[config.mk]
export PLATFORM = sky130hd
export DESIGN_NAME = irq_router
export DESIGN_NICKNAME = d
export VERILOG_FILES = /design/src/rtl/irq_router_pkg.sv /design/src/rtl/irq_cond.sv /design/src/rtl/irq_pend.sv /design/src/rtl/irq_route.sv /design/src/rtl/irq_regs.sv /design/src/rtl/irq_router.sv
export SDC_FILE = /design/constraint.sdc
export NUM_CORES = 1
export LEC_CHECK = 0
export CAP_MARGIN = 10
export CORE_UTILIZATION = 40
export DETAILED_ROUTE_END_ITERATION = 10
export DONT_BUFFER_PORTS = 1
export GPL_TIMING_DRIVEN = 0
export MAX_ROUTING_LAYER = met4
export PLACE_DENSITY = 0.62
export SETUP_SLACK_MARGIN = 0.15
export SLEW_MARGIN = 5
export SYNTH_ARGS = -nofsm -noshare
export SYNTH_HDL_FRONTEND = slang
export SYNTH_SLANG_ARGS = --single-unit
[constraint.sdc]
create_clock -name clk -period 4.6 [get_ports clk]
set_input_delay 0 -clock clk [delete_from_list [all_inputs] [get_ports clk]]
set_output_delay 0 -clock clk [all_outputs]
set_load 0.05 [all_outputs]
[src/rtl/irq_router_pkg.sv]
package irq_router_pkg;

  localparam int FLD_W         = 4;
  localparam int FLDS_PER_WORD = 8;
  localparam int DEST_W        = 3;
  localparam int OUTEN_LSB     = 16;

  localparam int AD_ROUTE  = 'h00;
  localparam int AD_MAPALL = 'h08;
  localparam int AD_CLEAR  = 'h0C;
  localparam int AD_STAT   = 'h10;
  localparam int AD_OUTEN  = 'h20;
  localparam int AD_EXTCFG = 'h24;

  typedef struct packed {
    logic              en;
    logic [DEST_W-1:0] dest;
  } src_fld_t;

  function automatic src_fld_t fld_of(input logic [FLD_W-1:0] raw);
    return src_fld_t'(raw);
  endfunction

  function automatic logic [31:0] remap_word(input logic [31:0] old,
                                             input logic [DEST_W-1:0] dest);
    logic [31:0] r;
    r = old;
    for (int i = 0; i < FLDS_PER_WORD; i++) r[i*FLD_W +: DEST_W] = dest;
    return r;
  endfunction

  function automatic logic [31:0] pack_stat(input logic [15:0] lo,
                                            input logic [15:0] hi);
    return {hi, lo};
  endfunction

endpackage

[src/rtl/irq_cond.sv]
module irq_cond #(
  parameter int SYNC_STAGES = 2
) (
  input  logic clk,
  input  logic rst_n,
  input  logic pin_i,
  input  logic low_act_i,
  input  logic level_i,
  output logic set_o
);

  logic [SYNC_STAGES-1:0] sync_q;
  logic                   prev_q;
  logic                   act_w;
  logic                   rise_w;

  always_ff @(posedge clk or negedge rst_n) begin
    if (!rst_n) begin
      sync_q <= '0;
      prev_q <= 1'b0;
    end else begin
      sync_q <= {sync_q[SYNC_STAGES-2:0], pin_i};
      prev_q <= act_w;
    end
  end

  assign act_w  = sync_q[SYNC_STAGES-1] ^ low_act_i;
  assign rise_w = act_w & ~prev_q;
  assign set_o  = level_i ? act_w : rise_w;


  edge_once_chk: assert property (@(posedge clk) disable iff (!rst_n)
    (set_o && !level_i) |=> (level_i || !set_o));

endmodule

[src/rtl/irq_pend.sv]
module irq_pend #(
  parameter int NUM_SRC = 16
) (
  input  logic               clk,
  input  logic               rst_n,
  input  logic [NUM_SRC-1:0] set_i,
  input  logic [NUM_SRC-1:0] clr_i,
  output logic [NUM_SRC-1:0] pend_o
);

  logic [NUM_SRC-1:0] pend_q;

  always_ff @(posedge clk or negedge rst_n) begin
    if (!rst_n) pend_q <= '0;
    else        pend_q <= (pend_q & ~clr_i) | set_i;
  end

  assign pend_o = pend_q;


  w1c_clear_chk: assert property (@(posedge clk) disable iff (!rst_n)
    (|(clr_i & ~set_i)) |=> ((pend_q & $past(clr_i & ~set_i)) == '0));


  sticky_hold_chk: assert property (@(posedge clk) disable iff (!rst_n)
    (|(pend_q & ~clr_i)) |=> ((($past(pend_q) & ~$past(clr_i)) & ~pend_q) == '0));

endmodule

[src/rtl/irq_route.sv]
module irq_route import irq_router_pkg::*; #(
  parameter int NUM_SRC = 16,
  parameter int NUM_OUT = 8
) (
  input  logic [NUM_SRC-1:0]         pend_i,
  input  logic [NUM_SRC*FLD_W-1:0]   ctrl_i,
  input  logic [NUM_OUT-1:0]         outen_i,
  output logic [NUM_OUT*NUM_SRC-1:0] stat_o,
  output logic [NUM_OUT-1:0]         irq_o
);

  for (genvar n = 0; n < NUM_OUT; n++) begin : g_out
    logic [NUM_SRC-1:0] hit_w;
    logic [NUM_SRC-1:0] live_w;
    for (genvar k = 0; k < NUM_SRC; k++) begin : g_src
      src_fld_t f;
      assign f         = fld_of(ctrl_i[k*FLD_W +: FLD_W]);
      assign hit_w[k]  = pend_i[k] && (f.dest == DEST_W'(n));
      assign live_w[k] = hit_w[k] && f.en;
    end
    assign stat_o[n*NUM_SRC +: NUM_SRC] = hit_w;
    assign irq_o[n] = outen_i[n] && (|live_w);
  end

endmodule

[src/rtl/irq_regs.sv]
module irq_regs import irq_router_pkg::*; #(
  parameter int NUM_SRC = 16,
  parameter int NUM_OUT = 8,
  parameter int NUM_EXT = 5,
  parameter int ADDR_W  = 8
) (
  input  logic                       clk,
  input  logic                       rst_n,
  input  logic [ADDR_W-1:0]          addr_i,
  input  logic                       we_i,
  input  logic [31:0]                wdata_i,
  output logic [31:0]                rdata_o,
  input  logic [NUM_OUT*NUM_SRC-1:0] stat_i,
  output logic [NUM_SRC*FLD_W-1:0]   ctrl_o,
  output logic [NUM_OUT-1:0]         outen_o,
  output logic [2*NUM_EXT-1:0]       extcfg_o,
  output logic [NUM_SRC-1:0]         clr_o
);

  localparam int ROUTE_WORDS = (NUM_SRC * FLD_W) / 32;
  localparam int STAT_WORDS  = (NUM_OUT + 1) / 2;
  localparam int CFG_W       = 2 * NUM_EXT;
  localparam logic [NUM_SRC*FLD_W-1:0] EN_MASK = {NUM_SRC{4'b1000}};

  function automatic logic hit(input logic [ADDR_W-1:0] a, input int byte_addr);
    return a == ADDR_W'(byte_addr);
  endfunction

  logic [NUM_SRC*FLD_W-1:0] ctrl_q;
  logic [NUM_OUT-1:0]       outen_q;
  logic [CFG_W-1:0]         cfg_q;
  logic                     map_wr_w;
  logic [31:0]              stat_word_w [STAT_WORDS];

  assign map_wr_w = we_i && hit(addr_i, AD_MAPALL);

  always_ff @(posedge clk or negedge rst_n) begin
    if (!rst_n) begin
      ctrl_q <= '0;
    end else if (we_i) begin
      for (int w = 0; w < ROUTE_WORDS; w++) begin
        if (hit(addr_i, AD_ROUTE + 4*w)) ctrl_q[w*32 +: 32] <= wdata_i;
        if (map_wr_w) ctrl_q[w*32 +: 32] <= remap_word(ctrl_q[w*32 +: 32], wdata_i[DEST_W-1:0]);
      end
    end
  end

  always_ff @(posedge clk or negedge rst_n) begin
    if (!rst_n) begin
      outen_q <= '0;
      cfg_q   <= '0;
    end else if (we_i) begin
      if (hit(addr_i, AD_OUTEN))  outen_q <= wdata_i[OUTEN_LSB +: NUM_OUT];
      if (hit(addr_i, AD_EXTCFG)) cfg_q   <= wdata_i[CFG_W-1:0];
    end
  end

  assign clr_o = (we_i && hit(addr_i, AD_CLEAR)) ? wdata_i[NUM_SRC-1:0] : '0;

  for (genvar j = 0; j < STAT_WORDS; j++) begin : g_sw
    logic [15:0] lo_w;
    logic [15:0] hi_w;
    assign lo_w = 16'(stat_i[2*j*NUM_SRC +: NUM_SRC]);
    if (2*j + 1 < NUM_OUT) begin : g_hi
      assign hi_w = 16'(stat_i[(2*j+1)*NUM_SRC +: NUM_SRC]);
    end else begin : g_nohi
      assign hi_w = '0;
    end
    assign stat_word_w[j] = pack_stat(lo_w, hi_w);
  end

  always_comb begin
    rdata_o = '0;
    for (int w = 0; w < ROUTE_WORDS; w++)
      if (hit(addr_i, AD_ROUTE + 4*w)) rdata_o = ctrl_q[w*32 +: 32];
    for (int j = 0; j < STAT_WORDS; j++)
      if (hit(addr_i, AD_STAT + 4*j)) rdata_o = stat_word_w[j];
    if (hit(addr_i, AD_OUTEN))  rdata_o[OUTEN_LSB +: NUM_OUT] = outen_q;
    if (hit(addr_i, AD_EXTCFG)) rdata_o[CFG_W-1:0] = cfg_q;
  end

  assign ctrl_o   = ctrl_q;
  assign outen_o  = outen_q;
  assign extcfg_o = cfg_q;


  mapall_keeps_en_chk: assert property (@(posedge clk) disable iff (!rst_n)
    map_wr_w |=> ((ctrl_q & EN_MASK) == $past(ctrl_q & EN_MASK)));


  stray_write_chk: assert property (@(posedge clk) disable iff (!rst_n)
    (we_i && !hit(addr_i, AD_ROUTE) && !hit(addr_i, AD_ROUTE + 4) && !map_wr_w)
      |=> $stable(ctrl_q));

endmodule

[src/rtl/irq_router.sv]
module irq_router import irq_router_pkg::*; #(
  parameter int NUM_SRC     = 16,
  parameter int NUM_OUT     = 8,
  parameter int NUM_EXT     = 5,
  parameter int SYNC_STAGES = 2,
  parameter int ADDR_W      = 8
) (
  input  logic                       clk,
  input  logic                       rst_n,
  input  logic [NUM_EXT-1:0]         ext_irq_i,
  input  logic [NUM_SRC-NUM_EXT-1:0] int_irq_i,
  input  logic [ADDR_W-1:0]          bus_addr,
  input  logic                       bus_we,
  input  logic [31:0]                bus_wdata,
  output logic [31:0]                bus_rdata,
  output logic [NUM_OUT-1:0]         cpu_irq_o
);

  logic [NUM_SRC*FLD_W-1:0]   ctrl_w;
  logic [NUM_OUT-1:0]         outen_w;
  logic [2*NUM_EXT-1:0]       cfg_w;
  logic [NUM_SRC-1:0]         clr_w;
  logic [NUM_SRC-1:0]         set_w;
  logic [NUM_SRC-1:0]         pend_w;
  logic [NUM_OUT*NUM_SRC-1:0] stat_w;

  irq_regs #(
    .NUM_SRC(NUM_SRC), .NUM_OUT(NUM_OUT), .NUM_EXT(NUM_EXT), .ADDR_W(ADDR_W)
  ) u_regs (
    .clk(clk), .rst_n(rst_n),
    .addr_i(bus_addr), .we_i(bus_we), .wdata_i(bus_wdata), .rdata_o(bus_rdata),
    .stat_i(stat_w), .ctrl_o(ctrl_w), .outen_o(outen_w), .extcfg_o(cfg_w),
    .clr_o(clr_w)
  );

  for (genvar i = 0; i < NUM_EXT; i++) begin : g_ext
    irq_cond #(.SYNC_STAGES(SYNC_STAGES)) u_cond (
      .clk(clk), .rst_n(rst_n),
      .pin_i(ext_irq_i[i]),
      .low_act_i(cfg_w[2*i]),
      .level_i(cfg_w[2*i+1]),
      .set_o(set_w[i])
    );
  end

  assign set_w[NUM_SRC-1:NUM_EXT] = int_irq_i;

  irq_pend #(.NUM_SRC(NUM_SRC)) u_pend (
    .clk(clk), .rst_n(rst_n), .set_i(set_w), .clr_i(clr_w), .pend_o(pend_w)
  );

  irq_route #(.NUM_SRC(NUM_SRC), .NUM_OUT(NUM_OUT)) u_route (
    .pend_i(pend_w), .ctrl_i(ctrl_w), .outen_i(outen_w),
    .stat_o(stat_w), .irq_o(cpu_irq_o)
  );


  irq_needs_pending_chk: assert property (@(posedge clk) disable iff (!rst_n)
    (|cpu_irq_o) |-> (|pend_w));


  internal_latch_chk: assert property (@(posedge clk) disable iff (!rst_n)
    (|int_irq_i) |=> ((pend_w[NUM_SRC-1:NUM_EXT] & $past(int_irq_i)) == $past(int_irq_i)));

endmodule

# After elaboration in Yosys (flattened, before gate mapping)
# Index checks and enable logic that the tools add are counted.
# totals
word_cells,474
reg_bits,113
output_inout_bits,40
# classes
mux,18
bitwise_logic,19
n_reduce_logical,299
n_eq_ne,121
# op_table
op,count
$logic_and 1x1->1,266
$eq 3x3->1 const B,64
$mux 32,6
$reduce_or 16->1,8
$mux 31,4
$eq 3x2->1 const B,32
$eq 3x1->1 const B,16
$logic_not 3->1,16
$eq 8x5->1 const B,4
$and 16x16->16,1
$eq 8x4->1 const B,2
$eq 8x6->1 const B,2
$mux 16,1
$not 16->16,1
$or 16x16->16,1
$mux 10,1
$eq 8x3->1 const B,1
$logic_not 8->1,1
$mux 8,1
$reduce_and 2->1,4
$not 1->1,6
$reduce_and 3->1,2
$and 1x1->1,5
$mux 1,5
other kinds (2),7

# Longest topological paths before layout
# logic_depth
ltp_word,8
depth_mapped,8
depth_no_buf,4

# Modules after synthesis
# Synthesis repeated with hierarchy kept, for this count alone.
# hier_totals
hier_cells,1103
area_unflattened_um2,8303.0
# by_module_without_submodules
module,n_inst,area_each_um2,cells_each
irq_regs,1,5413.9,667
irq_route,1,1833.0,358
irq_pend,1,580.6,48
irq_cond,5,95.1,6

# Least setup slack after synthesis
# No wires, ideal clock.
# synth_path
kind,input port to output port
from,input port bus_addr[5]
to,output port bus_rdata[1]
t_arrival_ps,2880
stages,5
setup_slack_ps,1720
cell_sequence,or3_1 -> clkbuf_1 -> nor2_1 -> a2bb2oi_1 -> o311ai_0
# synth_via
elab_chain_len,8
word_cells_on_any_way,14
# synth_rtl
item,line,text
"start, declared",irq_router.sv:12,"input logic [ADDR_W-1:0] bus_addr,"
$logic_not 8->1,irq_regs.sv:26,return a == ADDR_W'(byte_addr);
$mux 32 (2 in series),irq_regs.sv:75,"if (hit(addr_i, AD_ROUTE + 4*w)) rdata_o = ctrl_q[w*32 +: 32];"
$mux 32 (4 in series),irq_regs.sv:77,"if (hit(addr_i, AD_STAT + 4*j)) rdata_o = stat_word_w[j];"
$mux 10 *,irq_regs.sv:79,"if (hit(addr_i, AD_EXTCFG)) rdata_o[CFG_W-1:0] = cfg_q;"
"end, declared",irq_router.sv:15,"output logic [31:0] bus_rdata,"
# Every way passes the cells marked *; elsewhere a longest branch is shown, timed or not.

# Worst setup path in the final report
# layout_path
from,register u_regs.ctrl_q[16] (netlist: u_regs.ctrl_o[16])
to,output port cpu_irq_o[7]
# layout_via
elab_chain_len,5
# layout_rtl
item,line,text
"start, declared",irq_regs.sv:29,logic [NUM_SRC*FLD_W-1:0] ctrl_q;
"start signal, assigned by index",irq_regs.sv:42,"if (hit(addr_i, AD_ROUTE + 4*w)) ctrl_q[w*32 +: 32] <= wdata_i;"
"start signal, assigned by index",irq_regs.sv:43,"if (map_wr_w) ctrl_q[w*32 +: 32] <= remap_word(ctrl_q[w*32 +: 32], wdata_i[DEST_W-1:0]);"
$eq 3x3->1,irq_route.sv:18,assign hit_w[k] = pend_i[k] && (f.dest == DEST_W'(n));
$logic_and 1x1->1,irq_route.sv:18,
$logic_and 1x1->1,irq_route.sv:19,assign live_w[k] = hit_w[k] && f.en;
$reduce_or 16->1,irq_route.sv:22,assign irq_o[n] = outen_i[n] && (|live_w);
$logic_and 1x1->1,irq_route.sv:22,
"end, declared",irq_router.sv:16,output logic [NUM_OUT-1:0] cpu_irq_o
# Every way passes these cells.

==> results.yml <==
outcome:
  outcome: "finished clean"
clocking:
  numClockSinks: 113
  post_cts_buffers: 0
  clockRootBuffer: "clkbuf_16"
  clockBufferDepth: 2
  cts_buffers: 17
  post_cts_resized: 0
  ctsHtreeMaxLevel: 4
  clkTransAtPathRegs_ns: 0.06
  ctsHoldBuffers: 61
  clk_latency_ns: 0.43
  cts_tree: "done"
die:
  core_area_sq_um: 19020
  pin_count: 99
  initial_core_util_pct: 41.47
  rows: 50
  die_w_um: 142.4
  chipHeight_um: 142.4
  die_area_sq_um: 20280
logic_synthesis:
  synth_top_area_share_pct: 35.86
  synth-seq-cells: 113
  synth_flop_cell: "dfrtp_1"
  ys_seq_area_share_pct: 35.86
  synth_edf_count: 0
  avgSynthCellArea_sq_um: 8.198
  synth_most_common_cell: "nand2_1"
  syn-cell-area_sq_um: 7886
  ys_types: 66
  synthesis.nets: 1021
  yosys-top-cells-count: "nand2_1, dfrtp_1, clkbuf_1, o22ai_1"
  yosys-top-cells-area: "dfrtp_1, nand2_1, o22ai_1"
  yosysTopAreaCell: "dfrtp_1"
  ys_async_sr_fraction_pct: 100.0
  yosysWarnings: 0
  synthCells: 962
power_and_ir_drop:
  leakagePower_nw: 3.445
  p_per_area_nw_per_um2: 333.1
  vdd_ir_drop_max_uv: 273.4
final_layout:
  drive_gt1_share_pct: 10.71
  seqCellArea_sq_um: 2828
  utilization_pct: 49.72
  fillCellCount: 1938
  final_cells: 1315
  diodes: 0
  layout.nets: 1101
  multi_input_area_sq_um: 4679
  area_delta_synth_final_pct: 19.91
global_routing:
  antenna_found_initial: 0
  grt_overflow_total: 0
  grt_start_max_net_pins: 114
  grt_pass1_vias: 8730
  grt_pass1_wl_um: 62350
  grt_use_total_pct: 45.58
worst_setup_path:
  worstPathMaxFanout: 9
  reg2reg_slack_ns: 2.95
  cp.required_ns: 4.60
  worst_setup_path_end_kind: "output port"
  worst_setup_path_start_kind: "register"
  crit_type: "reg2out"
  r2r-start: "u_regs.ctrl_o[29]"
  r2r-end: "u_regs.ctrl_o[29]"
  arrival_ns: 3.15
  reg2reg_depth: 3
sta:
  finalHoldViolCount: 0
  clock_skew_ns: 0.005020
  tightest_slew_ns: 1.330
  relSlewSlack_pct: 10.91
  fin_tns_setup_ns: 0
  setup_viol: 0
  max_freq_mhz: 317.2
  timing.hold.ws_ns: 0.05040
  rsz0062_at_grt: "no"
  final_max_slew_viol_count: 0
  final.min_clock_period_ns: 3.153
  fin_crit_sh_pct: 68.54
drt:
  drc: 0
  post_drt_via_cell_ratio: 7.010
  postRouteAntennaNets: 0
  dr.pass1.iters: 6
  routed_wl_um: 43970
  wire_per_inst_um: 33.44
  drtIter0Drc: 1308
  vias: 9218
placed_design:
  io_buffers: 0
  gp_congestion: 1.107
  dp_hpwl_um: 33020
  dp_cells: 1222
min_path:
  hp-start: "bus_we"
  min_path_cells: 2
  hold_end: "u_regs.extcfg_o[2]"
  hp-class: "in2reg"
flow_run:
  maxCapViolCount: 0
## worst max-delay path, cell delays in order, from the launching register on
cell and delay (ns):
dfrtp_1 0.33, clkbuf_1 0.63, inv_1 0.36, o22ai_1 0.43, nor4_1 0.14, a21boi_1 0.84
## per-stage QoR
| step | setup WS (ns) | power (mW) | instance area (sq um) |
|---|---|---|---|
| floorplan | 1.720 | 1.461 | 7886 |
| global placement | 0.8753 | 1.704 | 8212 |
| detailed placement | 1.834 | 1.703 | 8253 |
| CTS | 1.505 | 3.104 | 9457 |
| global route | 1.321 | 3.208 | 9457 |
| finish | 1.447 | 3.150 | 9457 |
## worst max-delay path by stage
stage               slack (ns)              start  depth (start not counted)            end
floorplan                 1.72        bus_addr[5]                          5   bus_rdata[1]
global placement          0.88        bus_addr[5]                          5   bus_rdata[1]
detailed placement        1.83        bus_addr[5]                          5  bus_rdata[30]
CTS                       1.51  u_regs.ctrl_o[29]                          5   cpu_irq_o[2]
global route              1.32  u_regs.ctrl_o[29]                          5   cpu_irq_o[2]
finish                    1.45  u_regs.ctrl_o[16]                          5   cpu_irq_o[7]
## sequential cells by signal, summed over array words and instances, names as in the netlist
signal and cells:
u_regs.outen_o 8, g_ext.u_cond.prev_q 5, u_regs.extcfg_o 10, g_ext.u_cond.sync_q 10
u_pend.pend_o 16, u_regs.ctrl_o 64
## cell families after synthesis
kind of cell              share of synthesized area [%]
and+or+nand+nor                                   29.38
AOI/OAI and AO/OA                                 24.04
DFF                                               35.86
buffers and inverters                             5.331
muxes                                             4.062
xor gates and xnor gates                          1.333
## final cells by class
class | count | area share, %
multi-input combinational | 747 | 49.48
sequential | 113 | 29.90
timing repair buffer | 61 | 6.642
clock buffer | 17 | 4.499
buffer | 86 | 3.811
tap | 260 | 3.440
clock inverter | 15 | 1.588
inverter | 16 | 0.6351
## per-layer routing
| metal | track usage (%) | wire length, um |
|---|---|---|
| met1 | 60.05 | 17800 |
| met2 | 66.00 | 18660 |
| met3 | 10.26 | 5277 |
| met4 | 21.68 | 2229 |
| met5 | - | 0 |
## where the power goes
part	internal [mW]	switching [mW]
clock	0.761	0.592
sequential	1.06	0.118
combinational	0.192	0.422
## layout by cell type (no fill, tap or decap), types with 16 or more instances in the layout
master / count
nand2_1: 193
dfrtp_1: 113
clkbuf_1: 61
dlygate4sd3_1: 60
o22ai_1: 54
nand3_1: 52
a31oi_1: 52
nand2b_1: 36
o21ai_0: 29
nor2_1: 28
mux2_2: 24
buf_2: 21
o32ai_1: 21
nand3b_1: 19
a221o_1: 18
nor4_1: 18
clkbuf_16: 17
inv_1: 16
Power figures use the tool's default switching activity.
